$ cat config.mk
export PLATFORM = sky130hd
export DESIGN_NAME = dsleep_ctrl
export DESIGN_NICKNAME = d
export VERILOG_FILES = /design/src/rtl/dsleep_pkg.sv /design/src/rtl/dsleep_sync.sv /design/src/rtl/dsleep_seq.sv /design/src/rtl/dsleep_retain.sv /design/src/rtl/dsleep_ctrl.sv
export SDC_FILE = /design/constraint.sdc
export NUM_CORES = 1
export LEC_CHECK = 0
export BUFFER_PORTS_ARGS = -buffer_cell sky130_fd_sc_hd__buf_4
export CAP_MARGIN = 30
export CORE_MARGIN = 8
export CORE_UTILIZATION = 53
export DETAILED_ROUTE_END_ITERATION = 16
export PLACE_DENSITY_LB_ADDON = 0.05
export SLEW_MARGIN = 20
export SYNTH_ARGS = -nofsm -noshare
export SYNTH_HDL_FRONTEND = slang
export SYNTH_SLANG_ARGS = --single-unit
$ cat constraint.sdc
create_clock -name clk -period 5.3 [get_ports clk]
set_input_delay 0.265 -clock clk [delete_from_list [all_inputs] [get_ports clk]]
set_output_delay 0.265 -clock clk [all_outputs]
set_load 0.03 [all_outputs]
$ cat src/rtl/dsleep_pkg.sv
package dsleep_pkg;
  typedef enum logic [2:0] {
    PH_RUN   = 3'd0,
    PH_SLEEP = 3'd1,
    PH_REGU  = 3'd2,
    PH_CLKS  = 3'd3,
    PH_RSTP  = 3'd4,
    PH_WACK  = 3'd5
  } phase_e;

  function automatic int max3(input int a, input int b, input int c);
    int m;
    m = (a > b) ? a : b;
    return (m > c) ? m : c;
  endfunction
endpackage

$ cat src/rtl/dsleep_sync.sv
module dsleep_sync #(
  parameter int  STAGES    = 2,
  parameter logic RESET_VAL = 1'b1
) (
  input  logic clk,
  input  logic rst,
  input  logic d_async,
  output logic d_sync
);
  logic [STAGES-1:0] chain;

  always_ff @(posedge clk) begin
    if (rst) chain <= {STAGES{RESET_VAL}};
    else     chain <= {chain[STAGES-2:0], d_async};
  end

  assign d_sync = chain[STAGES-1];
endmodule

$ cat src/rtl/dsleep_seq.sv
module dsleep_seq
  import dsleep_pkg::*;
#(
  parameter int REG_CYC = 16,
  parameter int CLK_CYC = 32,
  parameter int RST_CYC = 8
) (
  input  logic       clk,
  input  logic       rst,
  input  logic       stop_req,
  input  logic       deep_sel,
  input  logic       wake_low,
  input  logic       rtc_evt,
  input  logic       rtc_wake_en,
  input  logic       lv_trip,
  input  logic       ack_wr,
  input  logic       ack_data,
  output logic [2:0] phase_o,
  output logic       capture,
  output logic       release_o,
  output logic       pd_flag,
  output logic       lvr_en
);
  localparam int MAXC = max3(REG_CYC, CLK_CYC, RST_CYC);
  localparam int CW   = (MAXC > 1) ? $clog2(MAXC) : 1;
  localparam logic [CW-1:0] REG_LAST = CW'(REG_CYC - 1);
  localparam logic [CW-1:0] CLK_LAST = CW'(CLK_CYC - 1);
  localparam logic [CW-1:0] RST_LAST = CW'(RST_CYC - 1);

  phase_e        state, state_n;
  logic [CW-1:0] cnt, cnt_n;
  logic          wake_any;
  logic          rst_done;

  assign wake_any  = wake_low | (rtc_evt & rtc_wake_en);
  assign capture   = (state == PH_RUN) & stop_req & deep_sel;
  assign release_o = (state == PH_WACK) & ack_wr & ack_data;
  assign rst_done  = (state == PH_RSTP) & !lv_trip & (cnt == RST_LAST);

  always_comb begin
    state_n = state;
    cnt_n   = cnt;
    unique case (state)
      PH_RUN:   if (capture) state_n = PH_SLEEP;
      PH_SLEEP: if (wake_any) begin state_n = PH_REGU; cnt_n = '0; end
      PH_REGU: begin
        if (cnt == REG_LAST) begin state_n = PH_CLKS; cnt_n = '0; end
        else cnt_n = cnt + 1'b1;
      end
      PH_CLKS: begin
        if (cnt == CLK_LAST) begin state_n = PH_RSTP; cnt_n = '0; end
        else cnt_n = cnt + 1'b1;
      end
      PH_RSTP: begin
        if (rst_done) begin state_n = PH_WACK; cnt_n = '0; end
        else if (!lv_trip) cnt_n = cnt + 1'b1;
      end
      PH_WACK:  if (release_o) state_n = PH_RUN;
      default:  state_n = PH_RUN;
    endcase
  end

  always_ff @(posedge clk) begin
    if (rst) begin
      state   <= PH_RUN;
      cnt     <= '0;
      pd_flag <= 1'b0;
      lvr_en  <= 1'b0;
    end else begin
      state <= state_n;
      cnt   <= cnt_n;
      if (rst_done)                      pd_flag <= 1'b1;
      else if (release_o)                pd_flag <= 1'b0;
      if (state == PH_SLEEP && wake_any) lvr_en  <= 1'b1;
    end
  end

  assign phase_o = state;


  entry_chk: assert property (@(posedge clk) disable iff (rst)
    (state == PH_RUN && stop_req && deep_sel) |=> (state == PH_SLEEP));


  wake_chk: assert property (@(posedge clk) disable iff (rst)
    (state == PH_SLEEP && wake_low) |=> (state == PH_REGU));


  rtc_mask_chk: assert property (@(posedge clk) disable iff (rst)
    (state == PH_SLEEP && !wake_low && !(rtc_evt && rtc_wake_en)) |=> (state == PH_SLEEP));


  lvhold_chk: assert property (@(posedge clk) disable iff (rst)
    (state == PH_RSTP && lv_trip) |=> (state == PH_RSTP));


  flag_chk: assert property (@(posedge clk) disable iff (rst)
    $rose(pd_flag) |-> (state == PH_WACK && $past(state) == PH_RSTP));


  ack_chk: assert property (@(posedge clk) disable iff (rst)
    (state == PH_WACK && !(ack_wr && ack_data)) |=> (state == PH_WACK && pd_flag));
endmodule

$ cat src/rtl/dsleep_retain.sv
module dsleep_retain #(
  parameter int W = 12
) (
  input  logic         clk,
  input  logic         rst,
  input  logic         capture,
  input  logic         release_i,
  input  logic [W-1:0] live,
  output logic [W-1:0] pins,
  output logic         hold
);
  logic [W-1:0] kept;

  always_ff @(posedge clk) begin
    if (rst)            hold <= 1'b0;
    else if (capture)   hold <= 1'b1;
    else if (release_i) hold <= 1'b0;
  end

  for (genvar g = 0; g < W; g++) begin : g_bit
    always_ff @(posedge clk) begin
      if (rst)          kept[g] <= 1'b0;
      else if (capture) kept[g] <= live[g];
    end
    assign pins[g] = hold ? kept[g] : live[g];
  end


  pinhold_chk: assert property (@(posedge clk) disable iff (rst)
    (hold && $past(hold)) |-> (pins == $past(pins)));
endmodule

$ cat src/rtl/dsleep_ctrl.sv
module dsleep_ctrl
  import dsleep_pkg::*;
#(
  parameter int              NPIN      = 8,
  parameter int              NREG      = 6,
  parameter logic [NREG-1:0] KEEP_MASK = 6'b110001,
  parameter int              REG_CYC   = 16,
  parameter int              CLK_CYC   = 32,
  parameter int              RST_CYC   = 8
) (
  input  logic            clk,
  input  logic            rst,
  input  logic            stop_req,
  input  logic            deep_sel,
  input  logic            wake_n,
  input  logic            rtc_evt,
  input  logic            rtc_wake_en,
  input  logic            lv_trip,
  input  logic            ack_wr,
  input  logic            ack_data,
  input  logic [NPIN-1:0] live_out,
  input  logic [NPIN-1:0] live_dir,
  input  logic [NPIN-1:0] live_pull,
  output logic [NPIN-1:0] pin_out,
  output logic [NPIN-1:0] pin_dir,
  output logic [NPIN-1:0] pin_pull,
  output logic            core_pwr_dn,
  output logic            ifetch_en,
  output logic            pd_flag,
  output logic            lvr_en,
  output logic [NREG-1:0] mod_rst,
  output logic [2:0]      phase
);
  localparam int PW = 3 * NPIN;

  logic          wake_s;
  logic          capture, release_w, hold;
  logic [PW-1:0] live_bus, pin_bus;

  dsleep_sync #(.STAGES(2), .RESET_VAL(1'b1)) u_sync (
    .clk(clk), .rst(rst), .d_async(wake_n), .d_sync(wake_s)
  );

  dsleep_seq #(.REG_CYC(REG_CYC), .CLK_CYC(CLK_CYC), .RST_CYC(RST_CYC)) u_seq (
    .clk(clk), .rst(rst), .stop_req(stop_req), .deep_sel(deep_sel),
    .wake_low(!wake_s), .rtc_evt(rtc_evt), .rtc_wake_en(rtc_wake_en),
    .lv_trip(lv_trip), .ack_wr(ack_wr), .ack_data(ack_data),
    .phase_o(phase), .capture(capture), .release_o(release_w),
    .pd_flag(pd_flag), .lvr_en(lvr_en)
  );

  assign live_bus = {live_pull, live_dir, live_out};

  dsleep_retain #(.W(PW)) u_ret (
    .clk(clk), .rst(rst), .capture(capture), .release_i(release_w),
    .live(live_bus), .pins(pin_bus), .hold(hold)
  );

  assign {pin_pull, pin_dir, pin_out} = pin_bus;

  assign core_pwr_dn = (phase == PH_SLEEP);
  assign ifetch_en   = (phase == PH_RUN) || (phase == PH_WACK);
  assign mod_rst     = (phase == PH_RSTP) ? ~KEEP_MASK : '0;


  survive_chk: assert property (@(posedge clk) disable iff (rst)
    ((mod_rst & KEEP_MASK) == '0));


  release_chk: assert property (@(posedge clk) disable iff (rst)
    (hold && !$past(hold) && $past(phase) == PH_WACK) |-> 1'b0);


  fetch_chk: assert property (@(posedge clk) disable iff (rst)
    (core_pwr_dn) |-> (!ifetch_en && hold));
endmodule

Word-level counts from Yosys, hierarchy flattened

Index checks and enable logic that the tools add are counted.

Add/subtract/negate cells: 1
Bitwise logic cells: 8
Muxes and demuxes: 41
Equality and inequality tests: 15
Reductions and logical operators: 10

Operators by type and width:

| cell                                          | count |
|---|---|
| two-way mux 1 bit                             | 27 |
| two-way mux 5 bit                             | 5 |
| case mux 5 bit (4 select lines)               | 1 |
| two-way mux 3 bit                             | 6 |
| case mux 3 bit (6 select lines)               | 1 |
| != test 2 x 1 -> 1 bit, second input constant | 4 |
| bitwise AND 1 bit                             | 7 |
| == test 3 x 2 -> 1 bit, second input constant | 2 |
| == test 3 bit, second input constant          | 2 |
| AND reduction 6 bit                           | 1 |
| adder 5 x 1 -> 5 bit, second input constant   | 1 |
| == test 5 x 3 -> 1 bit, second input constant | 1 |
| == test 5 x 4 -> 1 bit, second input constant | 1 |
| == test 5 bit, second input constant          | 1 |
| two-way mux 4 bit                             | 1 |
| != test 2 bit, second input constant          | 2 |
| nonzero test 2 bit                            | 2 |
| nonzero test 4 bit                            | 1 |
| == test 3 x 1 -> 1 bit, second input constant | 1 |
| zero test 3 bit                               | 1 |
| != test 3 x 2 -> 1 bit, second input constant | 1 |
| AND reduction 3 bit                           | 1 |
| zero test 1 bit                               | 2 |
| logical AND 1 bit                             | 1 |
| 2 further kinds                               | 2 |

Input bits: 34
Output and inout bits: 37
Logic and storage cells: 105
Bits in registers: 37

Longest topological paths before layout

Gate-level depths: netlist of the first run.

Depth in word-level cells: 5
Depth in mapped cells: 7
Mapped depth without buffers: 7

By module

From an unflattened synthesis of the first run, not the netlist that was laid out.

Cell total of the unflattened synthesis: 209
Area, all modules: 2154.6 um2

Modules (own cells, without submodules):

| module        | cells each | instances | area an instance (um2) | seq. area each (um2) |
|---|---|---|---|---|
| dsleep_retain | 109        | 1         | 1297.5                 | 500.5 |
| dsleep_seq    | 85         | 1         | 732.0                  | 200.2 |
| dsleep_ctrl   | 11         | 1         | 72.6                   | 0.0 |
| dsleep_sync   | 4          | 1         | 52.6                   | 40.0 |

Worst setup path before layout of the first run

Ideal clock, no wire load.

Kind: register to output
From: register u_seq.state[2] (netlist: u_seq.phase_o[2])
To: output port mod_rst[2]
Stages on the path, launching flop included: 5
Data required time: 5035 ps
Buffers on the path: 2
Slack: 3218 ps
Data arrival time: 1817 ps
Path through: dfxtp_1 > buf_6 > and2b_1 > nor2b_1 > buf_4

Cells in the longest elaborated chain, start to end: 2

Ends and longest elaborated chain:

| element                  | line              | RTL |
|---|---|---|
| start: declaration       | dsleep_seq.sv:30  | `phase_e state, state_n;` |
| start signal: assignment | dsleep_seq.sv:70  | `state <= state_n;` |
| == test 3 bit            | dsleep_ctrl.sv:63 | `assign mod_rst = (phase == PH_RSTP) ? ~KEEP_MASK : '0;` |
| two-way mux 4 bit        | dsleep_ctrl.sv:63 |  |
| end: declaration         | dsleep_ctrl.sv:31 | `output logic [NREG-1:0] mod_rst,` |

Every way passes these cells.

Worst setup path after layout of the first run

From: register u_seq.state[0] (netlist: u_seq.phase_o[0])
To: output port core_pwr_dn

Cells in the longest elaborated chain, start to end: 1

Ends and longest elaborated chain:

| element                | line              | RTL |
|---|---|---|
| == test 3 x 1 -> 1 bit | dsleep_ctrl.sv:61 | `assign core_pwr_dn = (phase == PH_SLEEP);` |
| end: declaration       | dsleep_ctrl.sv:27 | `output logic core_pwr_dn,` |

Every way passes these cells.

==> results of run 1 <==
-- flip-flops by register name, indices dropped and copies added, names as in the netlist --
name           cells
u_seq.phase_o      3
u_seq.pd_flag      1
u_seq.lvr_en       1
u_ret.hold         1
u_ret.kept        24
u_sync.chain       2
u_seq.cnt          5
-- metal layers --
metal | GRT usage (%) | wire length [um]
met3 | 6.96 | 349
met5 | 0 | 0
met1 | 17.4 | 2000
met4 | 6.15 | 65
met2 | 26.5 | 2170
-- stage by stage --
step	worst slack, ns	instance area (um2)	utilization [%]
after detailed placement	3.37	2400	67.1
after global routing	2.98	2470	69.2
after global placement	3.38	2390	66.7
after floorplan	3.22	1930	-
after CTS	3.16	2470	69.2
final	3.13	2470	69.2
-- final cells by class --
| type | count | area [um2] | share of cell area [%] |
|---|---|---|---|
| Multi-Input combinational cell | 170 | 1070 | 43.3 |
| Sequential cell | 37 | 741 | 29.9 |
| Timing Repair Buffer | 69 | 526 | 21.2 |
| Tap cell | 48 | 60.1 | 2.43 |
| Clock buffer | 5 | 37.5 | 1.52 |
| Clock inverter | 2 | 35.0 | 1.42 |
| Inverter | 1 | 3.75 | 0.152 |
-- synth_stat cells (all sizes together), types with 2 or more instances --
| cell type | n |
|---|---|
| nor3b | 2 |
| nor3 | 2 |
| or2 | 2 |
| a211oi | 3 |
| a21oi | 31 |
| dfxtp | 37 |
| nor2 | 9 |
| a31oi | 2 |
| nor2b | 5 |
| buf | 12 |
| o21ai | 4 |
| nand3 | 4 |
| nand2 | 57 |
| ha | 2 |
| nor4 | 3 |
| mux2i | 2 |
| mux2 | 25 |
| a221oi | 2 |
| clkbuf | 9 |
-- critical path, stage by stage, from the launching register on --
cell	delay (ns)
dfxtp_1	0.75
nor3b_1	0.54
buf_4	0.26
-- power groups by stage --
stage	Sequential [uW]	Combinational [uW]	Clock (uW)
floorplan	335	215	0
global placement	348	297	0
detailed placement	344	310	0
CTS	337	310	192
global route	342	331	202
finish	338	307	189
-- final timing paths --
check | from | to | slack (ns) | cells after the start
min | wake_n | u_sync.chain[0]$_SDFF_PP1_ | 0.11 | 2
min reg2reg | u_sync.chain[0]$_SDFF_PP1_ | u_sync.chain[1]$_SDFF_PP1_ | 0.42 | 1
max | u_seq.phase_o[0]$_SDFFE_PP0P_ | core_pwr_dn | 3.13 | 2
max reg2reg | u_seq.phase_o[1]$_SDFFE_PP0P_ | u_seq.cnt[3]$_SDFFE_PP0P_ | 3.36 | 5
-- kinds of logic (layout without fill, tap and decap cells) --
group	count (synthesis)	count (layout)	synth area share, %
AO/OA/AOI/OAI	48	48	16.1
flip-flops	37	37	38.6
AND/OR/NAND/NOR	90	90	22.2
buffers and inverters	22	77	5.93
other	1	3	0.195
multiplexers	27	27	15.7
adder cells (fa/ha/maj)	2	2	1.30
==> flow_summary.json, run 1 <==
{
  "status": "complete, no violations",
  "cts.clk_slew.worst_paths_ns": 0.11,
  "maxSlewHeadroom_pct": 47.0,
  "synth_area_leader_cell": "dfxtp_1",
  "arrival_ns": 1.90,
  "die_w_um": 76.2,
  "tightest_slew_ns": 0.788,
  "start_util_pct": 53.6,
  "fin_worst_skew_ns": 0.0165,
  "synth-edff-count": 0,
  "cts_root_buf": "clkbuf_4",
  "std_cell_rows": 22,
  "hold_ws_ns": 0.107,
  "final_common_cell": "buf_4",
  "maxSlewViolCount": 0,
  "avgViaCountPerCell": 5.17,
  "peakVddDrop_mv": 0.188,
  "synth_cell_types": 40,
  "cts_setup_buffers": 0,
  "area_growth_pct": 28.9,
  "period_minus_slack_ns": 2.17,
  "clk_latency_ns": 0.35,
  "cts_max_path_buffers": 2,
  "p_per_area_mw_per_mm2": 337,
  "gr-usage-all-layers_pct": 15.9,
  "drc_errors": 0,
  "yosysWarnings": 0,
  "synth_flop_cell": "dfxtp_1",
  "layout.nets": 320,
  "fin_setup_tns_ns": 0,
  "required_ns": 5.04,
  "cts.sink_count": 37,
  "grt_pass1_vias": 1713,
  "synthTopCellsByArea": "dfxtp_1 (39%), mux2_2 (15%), nand2_1 (11%)",
  "num_io_pins": 71,
  "cts_tree": "built",
  "fp.coreArea_mm2": 0.00358,
  "wl_per_cell_um": 13.8,
  "routed_wl_mm": 4.58,
  "critPathKind": "reg2out",
  "switching_share_pct": 36.5,
  "numPortBuffers": 67,
  "dieHeight_um": 76.2,
  "syn_avg_cell_area_um2": 8.46,
  "overflow": 0,
  "antenna_left": 0,
  "dp_hpwl_mm": 3.33,
  "setup_viol": 0,
  "hold_viol": 0,
  "fmax_mhz": 462,
  "dr.pass1.iters": 4,
  "dieArea_mm2": 0.00580,
  "syn-cell-area_mm2": 0.00192,
  "pwr-share-comb_pct": 36.8,
  "p_switching_uw": 304,
  "grt_pass1_wl_mm": 7.82,
  "end_kind": "output port",
  "cts-hold-fix-buffers": 0,
  "power_uw": 833,
  "antenna_found_initial": 0,
  "finalWeightedCongestion": 0.761,
  "p_seq_share_pct": 40.5,
  "htreeDepth": 2,
  "rsz0062_at_grt": "false",
  "layout_common_cells": "buf_4 (68), nand2_1 (57), dfxtp_1 (37)",
  "ys_seq_area_share_pct": 38.6,
  "layout_worst_path_cycle_share_pct": 40.9,
  "final_cell_count_no_fill": 332,
  "leakage_uw": 0.00101,
  "crit_path_max_fanout": 18,
  "dp_cells": 325,
  "grt_max_degree": 39,
  "drive_gt1_share_pct": 39.1,
  "startpoint_type": "flip-flop",
  "post_cts_resized": 0,
  "syn_inst": 227,
  "maxCapViolCount": 0,
  "clkPwrFrac_pct": 22.6,
  "antenna_cells": 0,
  "ys_ff_latch": 37,
  "hold_class": "in2reg",
  "internal-power_uw": 529,
  "ys_async_sr_fraction_pct": 0,
  "vias": 1717,
  "nFillCells": 322,
  "cts_buffers": 5,
  "yosysTopAreaCellShare_pct": 38.6,
  "drtIter0Drc": 84
}
Power figures use the tool's default switching activity.
==> run 2, diff against run 1 <==
--- a/config.mk
+++ b/config.mk
@@ -5,10 +5,11 @@
 export SDC_FILE = /design/constraint.sdc
 export NUM_CORES = 1
 export LEC_CHECK = 0
+export ABC_AREA = 1
 export BUFFER_PORTS_ARGS = -buffer_cell sky130_fd_sc_hd__buf_4
 export CAP_MARGIN = 30
 export CORE_MARGIN = 8
-export CORE_UTILIZATION = 53
+export CORE_UTILIZATION = 49
 export DETAILED_ROUTE_END_ITERATION = 16
 export PLACE_DENSITY_LB_ADDON = 0.05
 export SLEW_MARGIN = 20
==> constraint.sdc (replaced) <==
create_clock -name clk -period 2.15 [get_ports clk]
set_input_delay 0.1075 -clock clk [delete_from_list [all_inputs] [get_ports clk]]
set_output_delay 0.1075 -clock clk [all_outputs]
set_load 0.03 [all_outputs]
==> flow_summary.json, run 2 <==
{
  "final_common_cell": "buf_4",
  "cp_top_family": "flip-flops",
  "startpoint_type": "flip-flop",
  "largest_register": "u_ret.kept",
  "dieArea_mm2": 0.00616,
  "hold_ws_ns": 0.0266,
  "synth-edff-count": 0,
  "largest_reg_flops": 24,
  "critPathBufInv": 2,
  "dr.pass1.iters": 4,
  "wl_per_cell_um": 11.8,
  "grt_max_degree": 50,
  "htreeDepth": 2,
  "critPathMaxStageDelay_ns": 0.61,
  "arrival_ns": 1.56,
  "post_cts_resized": 0,
  "placed_cell_area_mm2": 0.00242,
  "layout.nets": 383,
  "dieHeight_um": 78.5,
  "required_ns": 2.04,
  "synth_cell_types": 24,
  "start_util_pct": 51.5,
  "maxSlewHeadroom_pct": 52.8,
  "gr-usage-all-layers_pct": 15.2,
  "num_io_pins": 71,
  "rsz0062_at_grt": "false",
  "ys_async_sr_fraction_pct": 0,
  "cts_buffers": 5,
  "avgViaCountPerCell": 4.83,
  "syn-cell-area_mm2": 0.00191,
  "crit_chain": "buf_12 -> nor2_1 -> a21oi_1 -> buf_4",
  "maxCapViolCount": 0,
  "fin_area_mm2": 0.00251,
  "clk_latency_ns": 0.29,
  "cts_max_path_buffers": 2,
  "fp.coreArea_mm2": 0.00372,
  "critPathSlowestCell": "dfxtp_1",
  "fin_setup_tns_ns": 0,
  "numPortBuffers": 67,
  "synth_area_leader_cell": "dfxtp_1",
  "overflow": 0,
  "ys_seq_area_share_pct": 38.7,
  "antenna_left": 0,
  "finalWeightedCongestion": 0.841,
  "hold_viol": 0,
  "cts_setup_buffers": 0,
  "grt_pass1_wl_mm": 7.76,
  "layout_worst_path_cycle_share_pct": 77.5,
  "netlist_top_cells_count": "a21oi_1 (56), inv_1 (43), nor2_1 (39)",
  "die_w_um": 78.5,
  "cts-hold-fix-buffers": 0,
  "post-synth-top-count-cell": "a21oi_1",
  "fmax_mhz": 600,
  "cts_tree": "built",
  "dp_hpwl_mm": 3.46,
  "antenna_cells": 0,
  "critPathKind": "reg2out",
  "syn_inst": 285,
  "layout_common_cells": "buf_4 (69), a21oi_1 (56), inv_1 (43)",
  "cts.sink_count": 37,
  "end_kind": "output port",
  "grt_pass1_vias": 1710,
  "synthTopCellsByArea": "dfxtp_1 (39%), a21oi_1 (15%), inv_1 (8.4%)",
  "leakage_uw": 0.00115,
  "fin_worst_skew_ns": 0.0105,
  "yosysWarnings": 0,
  "area_growth_pct": 31.2,
  "syn_avg_cell_area_um2": 6.72,
  "cts_root_buf": "clkbuf_8",
  "p_per_area_mw_per_mm2": 1180,
  "synth_flop_cell": "dfxtp_1",
  "tightest_slew_ns": 0.707,
  "setup_viol": 0,
  "peakVddDrop_mv": 0.678,
  "cts.clk_slew.worst_paths_ns": 0.08,
  "crit_path_max_fanout": 36,
  "hold_class": "in2reg",
  "yosysTopAreaCellShare_pct": 38.7,
  "ys_ff_latch": 37,
  "drc_errors": 0,
  "drtIter0Drc": 101,
  "routed_wl_mm": 4.68,
  "vias": 1913,
  "std_cell_rows": 22,
  "period_minus_slack_ns": 1.67,
  "drive_gt1_share_pct": 27.6,
  "status": "complete, no violations",
  "antenna_found_initial": 0,
  "maxSlewViolCount": 0
}
## run 2: changes by cell type after synthesis, moves of 5 or more
cell,previous run,this run
inv_1,1,43
nand2_1,57,26
nor2_1,9,39
o21ai_0,3,32
a21oi_1,31,56
mux2_2,25,0
nand2_2,0,5
nand3_1,4,9
nor2_2,0,5
## run 2: cell families after synthesis
group           synth area share, %
fa+ha+maj                      1.31
compound gates                 23.7
buf+inv                        14.4
simple gates                   21.7
flops                          38.7
other cells                   0.196
## run 2: worst paths after layout
| kind | depth (start not counted) | to | slack [ns] | from |
|---|---|---|---|---|
| worst max-delay path | 4 | pin_out[5] | 0.48 | u_ret.hold$_SDFFE_PP0P_ |
| worst min-delay path | 2 | u_seq.cnt[4]$_SDFFE_PP0P_ | 0.03 | rst |
| worst max register to register | 7 | u_ret.kept[4]$_SDFFE_PP0P_ | 0.64 | u_seq.phase_o[2]$_SDFFE_PP0P_ |
| worst min register to register | 1 | u_sync.chain[1]$_SDFF_PP1_ | 0.42 | u_sync.chain[0]$_SDFF_PP1_ |
## run 2: final cells by class
type	instances	area (um2)
clock inverters	3	17.5
repair buffers	71	548
inverters	46	173
flip-flops and latches	37	741
well taps	48	60.1
multi-input cells	186	905
fillers	360	1200
clock buffers	5	68.8
## run 2: stage by stage
stage / std cells / setup slack, ns / util [%] / power (uW)
floorplan: 287 / 0.536 / - / 2060
global placement: 387 / 0.697 / 65.0 / 2510
detailed placement: 387 / 0.642 / 65.0 / 2520
CTS: 395 / 0.459 / 67.3 / 2990
global route: 396 / 0.315 / 67.6 / 3200
finish: 396 / 0.483 / 67.6 / 2970
## run 2: routing by layer
metal | vias up | wire length, um | track usage, % | part of all wire (%)
li1 | 1028 | - | - | -
met1 | 823 | 2180 | 18.7 | 47
met2 | 57 | 2120 | 23.9 | 45
met3 | 5 | 331 | 5.35 | 7.1
met4 | 0 | 44 | 5.00 | 0.94
met5 | - | 0 | 0 | 0
## run 2: where the power goes
group          switching, uW  internal (uW)  total, uW  leakage, uW
clock                    245            223        468    0.0000439
combinational           1050            558       1610     0.000807
sequential              85.1            808        893     0.000303
==> run 3, diff against run 2 <==
==> constraint.sdc (replaced) <==
create_clock -name clk -period 1.59 [get_ports clk]
set_input_delay 0.0795 -clock clk [delete_from_list [all_inputs] [get_ports clk]]
set_output_delay 0.0795 -clock clk [all_outputs]
set_load 0.03 [all_outputs]
==> flow_summary.json, run 3 (synthesis gave the netlist of run 2 again) <==
{
  "clk_latency_ns": 0.28,
  "final_common_cell": "buf_4",
  "period_minus_slack_ns": 1.47,
  "cts-hold-fix-buffers": 1,
  "htreeDepth": 2,
  "setup_viol": 0,
  "grt_max_degree": 50,
  "largest_reg_flops": 24,
  "drive_gt1_share_pct": 27.6,
  "wl_per_cell_um": 11.3,
  "arrival_ns": 1.39,
  "fin_setup_tns_ns": 0,
  "finalWeightedCongestion": 0.870,
  "largest_register": "u_ret.kept",
  "numPortBuffers": 67,
  "fin_util_pct": 67.8,
  "cts_tree": "built",
  "nFillCells": 380,
  "holdCritStartpoint": "rst",
  "gr-usage-all-layers_pct": 14.8,
  "cts_max_path_buffers": 2,
  "worstHoldEndpoint": "u_seq.cnt[4]$_SDFFE_PP0P_",
  "grt_pass1_vias": 1816,
  "status": "complete, no violations",
  "routed_wl_mm": 4.48,
  "p_per_area_mw_per_mm2": 1600,
  "rr_endpoint": "u_seq.cnt[4]$_SDFFE_PP0P_",
  "setup_slack_ns": 0.125,
  "maxCapViolCount": 0,
  "overflow": 0,
  "cts_root_buf": "clkbuf_8",
  "antenna_left": 0,
  "dieArea_mm2": 0.00616,
  "dr.pass1.iters": 4,
  "startpoint_type": "flip-flop",
  "drtIter0Drc": 142,
  "worstReg2RegStart": "u_seq.cnt[1]$_SDFFE_PP0P_",
  "whs_path_depth": 2,
  "die_w_um": 78.5,
  "dieHeight_um": 78.5,
  "cts_buffers": 5,
  "num_io_pins": 71,
  "vias": 1934,
  "r2r_cells": 10,
  "start_util_pct": 51.5,
  "avgViaCountPerCell": 4.88,
  "reg2reg_slack_ns": 0.17,
  "required_ns": 1.51,
  "antenna_cells": 0,
  "fmax_mhz": 683,
  "fin_area_mm2": 0.00252,
  "layout_common_cells": "buf_4 (70), a21oi_1 (56), inv_1 (43)",
  "cts.sink_count": 37,
  "layout.nets": 384,
  "fp.coreArea_mm2": 0.00372,
  "rsz0062_at_grt": "false",
  "cts_setup_buffers": 0,
  "crit_path_max_fanout": 35,
  "post_cts_resized": 0,
  "dp_slack_ns": 0.178,
  "end_kind": "output port",
  "critPathKind": "reg2out",
  "grt_pass1_wl_mm": 7.71,
  "hold_ws_ns": 0.0278,
  "placed_cell_area_mm2": 0.00242,
  "hold_viol": 0,
  "fin_worst_skew_ns": 0.00434,
  "maxSlewViolCount": 0,
  "dp_hpwl_mm": 3.49,
  "layout_worst_path_cycle_share_pct": 92.1,
  "leakage_uw": 0.00116,
  "drc_errors": 0,
  "cts.clk_slew.worst_paths_ns": 0.06,
  "antenna_found_initial": 0,
  "peakVddDrop_mv": 0.771,
  "std_cell_rows": 22,
  "hold_class": "in2reg",
  "area_growth_pct": 31.7
}
run 3: cell count changes in the layout (fill, tap and decap cells not counted):
cell        previous run  this run
clkinv_2               2         0
buf_4                 69        70
clkbuf_1               0         1
clkbuf_8               5         6
clkinvlp_4             1         0
dfxtp_1               37        36
dfxtp_2                0         1
run 3: per-layer routing:
layer	track usage (%)	vias to the layer above	wire, um
met2	24.2	64	2030
met3	6.04	5	368
met1	17.2	833	2050
li1	-	1032	-
met4	4.81	0	37
met5	0	-	0
run 3: worst max-delay path by stage:
| stage | startpoint | endpoint | slack [ns] | cells past startpoint |
|---|---|---|---|---|
| 2_1_floorplan | u_seq.phase_o[1]$_SDFFE_PP0P_ | u_seq.cnt[2]$_SDFFE_PP0P_ | 0.08 | 8 |
| 4_1_cts | u_ret.hold$_SDFFE_PP0P_ | pin_dir[3] | 0.14 | 4 |
| 3_3_place_gp | u_seq.cnt[1]$_SDFFE_PP0P_ | u_seq.phase_o[0]$_SDFFE_PP0P_ | 0.22 | 10 |
| 3_5_place_dp | u_seq.cnt[1]$_SDFFE_PP0P_ | u_seq.cnt[4]$_SDFFE_PP0P_ | 0.18 | 10 |
| 6_report | u_ret.hold$_SDFFE_PP0P_ | pin_dir[3] | 0.12 | 4 |
| 5_1_grt | u_seq.cnt[1]$_SDFFE_PP0P_ | u_seq.phase_o[0]$_SDFFE_PP0P_ | 0.003 | 10 |
run 3: worst max-delay path, stage by stage (launching register included):
cell and delay (ns):
dfxtp_1 0.33, buf_4 0.31, nor2_1 0.09, a21oi_1 0.17, buf_4 0.19
run 3: area by class of cell:
| type | instances | area [um2] | area share (%) |
|---|---|---|---|
| clock buffers | 7 | 86.3 | 3.42 |
| inverters | 46 | 173 | 6.85 |
| multi-input cells | 186 | 905 | 35.9 |
| flip-flops and latches | 37 | 742 | 29.4 |
| well taps | 48 | 60.1 | 2.38 |
| repair buffers | 72 | 556 | 22.0 |
run 3: power by group:
part,leakage (uW),internal (uW),switching [uW]
sequential,0.000303,1100,101
clock,0.0000443,343,293
combinational,0.000815,765,1430
run 3: metrics by stage:
stage | total power (uW) | instances
after global routing | 4340 | 396
final | 4030 | 396
after floorplan | 2790 | 287
after CTS | 4070 | 396
after global placement | 3410 | 388
after detailed placement | 3430 | 388
